$ cat src/rtl/dct_pkg.sv
package dct_pkg;

  // Control word field positions (compare slots occupy addresses 0..N-1,
  // the control word sits at address N).
  localparam int unsigned F_RUN = 0;
  localparam int unsigned F_LVL = 1;
  localparam int unsigned F_IE0 = 2;

  function automatic int unsigned keep_pos(input int unsigned n_cmp,
                                           input int unsigned idx);
    return F_IE0 + n_cmp + idx;
  endfunction

  // Count comparison, widened so any CNT_W up to 32 shares one function.
  function automatic logic counts_equal(input logic [31:0] a,
                                        input logic [31:0] b);
    return a == b;
  endfunction

  // Sticky flag update: a match wins over a clear in the same cycle.
  function automatic logic flag_next(input logic cur, input logic hit,
                                     input logic clr);
    return hit | (cur & ~clr);
  endfunction

  // Pin update: an inversion (any number of coincident matches) or a load
  // of the start level while stopped, otherwise hold.
  function automatic logic pin_next(input logic cur, input logic any_hit,
                                    input logic load, input logic lvl);
    logic r;
    if (any_hit)   r = ~cur;
    else if (load) r = lvl;
    else           r = cur;
    return r;
  endfunction

endpackage

$ cat src/rtl/dct_cmp_slot.sv
module dct_cmp_slot
  import dct_pkg::*;
#(
  parameter int CNT_W = 16
) (
  input  logic             clk,
  input  logic             rst,
  input  logic             wr_sel,
  input  logic [CNT_W-1:0] wr_val,
  input  logic             tick,
  input  logic             run,
  input  logic [CNT_W-1:0] cnt,
  output logic             hit
);

  logic [CNT_W-1:0] value_q;

  always_ff @(posedge clk) begin
    if (rst)         value_q <= '0;
    else if (wr_sel) value_q <= wr_val;
  end

  // Compares against the value held before this cycle's write.
  assign hit = tick & run & counts_equal(32'(cnt), 32'(value_q));

endmodule

$ cat src/rtl/dct_flag_bank.sv
module dct_flag_bank
  import dct_pkg::*;
#(
  parameter int N = 2
) (
  input  logic         clk,
  input  logic         rst,
  input  logic [N-1:0] hit,
  input  logic [N-1:0] clr,
  input  logic [N-1:0] ie,
  output logic [N-1:0] flags,
  output logic         irq
);

  for (genvar i = 0; i < N; i++) begin : g_flag
    always_ff @(posedge clk) begin
      if (rst) flags[i] <= 1'b0;
      else     flags[i] <= flag_next(flags[i], hit[i], clr[i]);
    end
  end

  assign irq = |(flags & ie);

endmodule

$ cat src/rtl/dct_wave_core.sv
module dct_wave_core
  import dct_pkg::*;
(
  input  logic clk,
  input  logic rst,
  input  logic any_hit,
  input  logic load_en,
  input  logic load_lvl,
  output logic wave
);

  always_ff @(posedge clk) begin
    if (rst) wave <= 1'b0;
    else     wave <= pin_next(wave, any_hit, load_en, load_lvl);
  end

endmodule

$ cat src/rtl/dual_cmp_toggle.sv
module dual_cmp_toggle
  import dct_pkg::*;
#(
  parameter  int CNT_W   = 16,
  parameter  int NUM_CMP = 2,
  localparam int ADDR_W  = $clog2(NUM_CMP + 1)
) (
  input  logic               clk,
  input  logic               rst,
  input  logic [CNT_W-1:0]   tmr_cnt,
  input  logic               tmr_tick,
  input  logic               wr_en,
  input  logic [ADDR_W-1:0]  wr_addr,
  input  logic [CNT_W-1:0]   wr_data,
  output logic               wave_out,
  output logic               start_level,
  output logic [NUM_CMP-1:0] match_flags,
  output logic               irq
);

  localparam logic [ADDR_W-1:0] CTRL_ADDR = ADDR_W'(NUM_CMP);

  logic               run_q;
  logic               lvl_q;
  logic [NUM_CMP-1:0] ie_q;
  logic [NUM_CMP-1:0] hit_vec;
  logic [NUM_CMP-1:0] flag_clr;
  logic               ctrl_wr;
  logic               load_en;
  logic               any_hit;

  assign ctrl_wr = wr_en && (wr_addr == CTRL_ADDR);
  assign load_en = ctrl_wr & ~run_q;   // start level writable only when stopped
  assign any_hit = |hit_vec;           // coincident matches merge into one flip

  always_ff @(posedge clk) begin
    if (rst) begin
      run_q <= 1'b0;
      lvl_q <= 1'b0;
      ie_q  <= '0;
    end else if (ctrl_wr) begin
      run_q <= wr_data[F_RUN];
      ie_q  <= wr_data[F_IE0 +: NUM_CMP];
      if (!run_q) lvl_q <= wr_data[F_LVL];
    end
  end

  for (genvar i = 0; i < NUM_CMP; i++) begin : g_slot
    dct_cmp_slot #(.CNT_W(CNT_W)) u_slot (
      .clk    (clk),
      .rst    (rst),
      .wr_sel (wr_en && (wr_addr == ADDR_W'(i))),
      .wr_val (wr_data),
      .tick   (tmr_tick),
      .run    (run_q),
      .cnt    (tmr_cnt),
      .hit    (hit_vec[i])
    );
    assign flag_clr[i] = ctrl_wr & ~wr_data[keep_pos(NUM_CMP, i)];
  end

  dct_flag_bank #(.N(NUM_CMP)) u_flags (
    .clk   (clk),
    .rst   (rst),
    .hit   (hit_vec),
    .clr   (flag_clr),
    .ie    (ie_q),
    .flags (match_flags),
    .irq   (irq)
  );

  dct_wave_core u_wave (
    .clk      (clk),
    .rst      (rst),
    .any_hit  (any_hit),
    .load_en  (load_en),
    .load_lvl (wr_data[F_LVL]),
    .wave     (wave_out)
  );

  assign start_level = lvl_q;

endmodule

$ cat config.mk
export PLATFORM = sky130hd
export DESIGN_NAME = dual_cmp_toggle
export DESIGN_NICKNAME = d
export VERILOG_FILES = /design/src/rtl/dct_pkg.sv /design/src/rtl/dct_cmp_slot.sv /design/src/rtl/dct_flag_bank.sv /design/src/rtl/dct_wave_core.sv /design/src/rtl/dual_cmp_toggle.sv
export SDC_FILE = /design/constraint.sdc
export NUM_CORES = 1
export LEC_CHECK = 0
export ABC_AREA = 0
export BUFFER_PORTS_ARGS = -buffer_cell sky130_fd_sc_hd__buf_2
export CAP_MARGIN = 10
export CORE_ASPECT_RATIO = 0.8
export CORE_MARGIN = 2
export CORE_UTILIZATION = 29
export DETAILED_ROUTE_END_ITERATION = 12
export PLACE_DENSITY = 0.5
export SLEW_MARGIN = 20
export SYNTH_ARGS = -nofsm -noshare
export SYNTH_HDL_FRONTEND = slang
export SYNTH_SLANG_ARGS = --single-unit
$ cat constraint.sdc
create_clock -name clk -period 1.9 [get_ports clk]
set_input_delay 0.19 -clock clk [delete_from_list [all_inputs] [get_ports clk]]
set_output_delay 0.19 -clock clk [all_outputs]
set_load 0.005 [all_outputs]
==> flow_summary.toml <==
[place]
port_buffers = 42
gp_congestion = 0.716
dp_hpwl_um = 3200

[detailed_routing]
drt-pass1-iter-count = 4
drtIter0Drc = 65
num_vias = 1522
drtAntennaViolNets = 0
avgViaCountPerCell = 4.56
wire_per_inst_um = 13.5
wl_um = 4510
drc = 0

[min_path]
hold_path_class = "input port to register"

[cells_and_area]
mostFrequentLayoutCells = "nand2_1, buf_2, dfxtp_1"
fin_util_pct = 35.8
area_growth_pct = 21.2
antenna_cells = 0
layout_commonest_cell = "nand2_1"
layout-drive-gt1-share_pct = 20.6
nets = 292
nFillCells = 661

[clocking]
cts_tree = "done"
clock_latency_ps = 280
cts-root-buf = "clkbuf_8"
clk_path_buf_depth = 2
post_cts_buffers = 0
cts_resized = 0
cts_max_level = 2
clk_pin_slew_ps = 70
cts_hold_buf = 0
cts_buffers = 5
cts.sinks = 39

[timing]
relSlewSlack_pct = 51.2
setup_viol = 0
finalClockSkew_ps = 3.63
period_needed_ps = 1620
fin_crit_sh_pct = 85.1
slew_viol_final = 0
tns_ps = 0
tightestPinTransition_ps = 732
rsz0062_at_grt = "no"
finalHoldViolations = 0
max_freq_mhz = 619

[floorplan]
core_um2 = 5850
die_h_um = 73.1
die_w_um = 90.3
start_util_pct = 29.6
rows = 25
dieArea_um2 = 6600
pin_count = 43

[worst_setup_path]
crit_type = "register to register"
end_kind = "register"
crit_fanout = 3
reg2reg_slack_ps = 280
start_kind = "register"
arrival_ps = 1830
required_ps = 2110

[power]
p_per_area_nw_per_um2 = 752
p_int_w = 0.00118
power.leakage_nw = 0.752
vdd_drop_max_mv = 0.277
switching_share_pct = 25.2
p_total_w = 0.00158
power.share.clock_pct = 32.8
comb_power_share_pct = 12.6
pwr-share-seq_pct = 54.6
p_sw_w = 0.000397

[synthesis]
syn-num-nets = 250
syn_area_um2 = 1730
yosysSeqAreaShare_pct = 45.2
synth-seq-cells = 39
avgSynthCellArea_um2 = 8.16
synth_area_leaders = "dfxtp_1, xnor2_1, nand2_1, a21oi_1, nand4_1"
yosys.area.top_type = "dfxtp_1"
synth_top_area_share_pct = 45.2
syn_inst = 212
yosysUniqueCellTypes = 20
ys_warn_count = 0

[global_route]
grt_pass1_vias = 1489
antenna_found_initial = 0
grt_pass1_wl_um = 7260
overflow = 0
grt_max_degree = 40
grt_use_total_pct = 14.3

[run_status]
status = "completed"

[run]
cap_violations = 0
worst paths after layout:
kind / start / end / depth (start not counted)
worst max register to register: g_slot[1].u_slot.value_q[1]$_SDFFE_PP0P_ / u_wave.wave$_SDFFE_PP0P_ / 6
worst min-delay path: wr_data[14] / g_slot[0].u_slot.value_q[14]$_SDFFE_PP0P_ / 3
worst min register to register: g_slot[0].u_slot.value_q[14]$_SDFFE_PP0P_ / g_slot[0].u_slot.value_q[14]$_SDFFE_PP0P_ / 2
worst max-delay path: g_slot[1].u_slot.value_q[1]$_SDFFE_PP0P_ / u_wave.wave$_SDFFE_PP0P_ / 6
Yosys cell counts:
cell type,count
and3b_1,1
nand4b_1,1
a21oi_1,35
nor2_1,4
nand2_1,65
o21ai_0,3
mux2i_1,3
nor3b_2,1
a21o_1,1
a31oi_1,1
dfxtp_1,39
nand4_1,8
nand3_1,2
nor4_1,2
nand3b_1,2
xnor2_1,32
or3b_2,1
buf_2,2
a22o_1,1
clkbuf_1,8
final cells by class:
type / instances / area, um^2 / area share [%]
repair buffers: 45 / 233 / 11.1
clock buffers: 6 / 72.6 / 3.46
well taps: 81 / 101 / 4.84
flip-flops and latches: 39 / 781 / 37.3
multi-input cells: 163 / 908 / 43.3
through the flow:
step	hold slack (ps)	instance area, um^2	worst slack, ps	instances
floorplan	326	1730	558	212
global placement	443	2020	298	328
detailed placement	452	2020	263	328
CTS	144	2100	252	334
global route	147	2100	132	334
finish	149	2100	284	334
metal layers:
metal | global-route usage (%) | part of all wire (%) | vias up | wire [um]
li1 | - | - | 788 | -
met1 | 19.1 | 50 | 693 | 2250
met2 | 22.7 | 45 | 35 | 2030
met3 | 3.31 | 4.2 | 6 | 188
met4 | 5.47 | 1.1 | 0 | 51
met5 | 0 | 0 | - | 0
cell families (layout without fill, tap and decap cells):
family                    Yosys count  count (layout)  share of synthesized area [%]
AOI/OAI and AO/OA                  41              41                           12.3
xor gates and xnor gates           32              32                           16.2
buffers and inverters              10              51                           2.32
DFF                                39              39                           45.2
muxes                               3               3                           1.74
and+or+nand+nor                    87              87                           22.3
critical path, stage by stage, from the launching register on:
cell and delay (ps):
dfxtp_1 330, xnor2_1 210, nand4_1 130, nor4_1 330, nand4_1 190, a21o_1 210, a31oi_1 140
state kept, by name, summed over array words and instances (netlist names):
name,flops
ie_q,2
start_level,1
g_slot.u_slot.value_q,32
run_q,1
u_wave.wave,1
u_flags.flags,2
power groups by stage:
stage	clock network [W]	logic [W]	registers (W)
global placement	0	0.000203	0.000879
CTS	0.000532	0.000202	0.000860
floorplan	0	0.000110	0.000876
detailed placement	0	0.000201	0.000879
finish	0.000518	0.000199	0.000860
global route	0.000565	0.000220	0.000863
No activity file was read; power rests on OpenSTA's default activity.
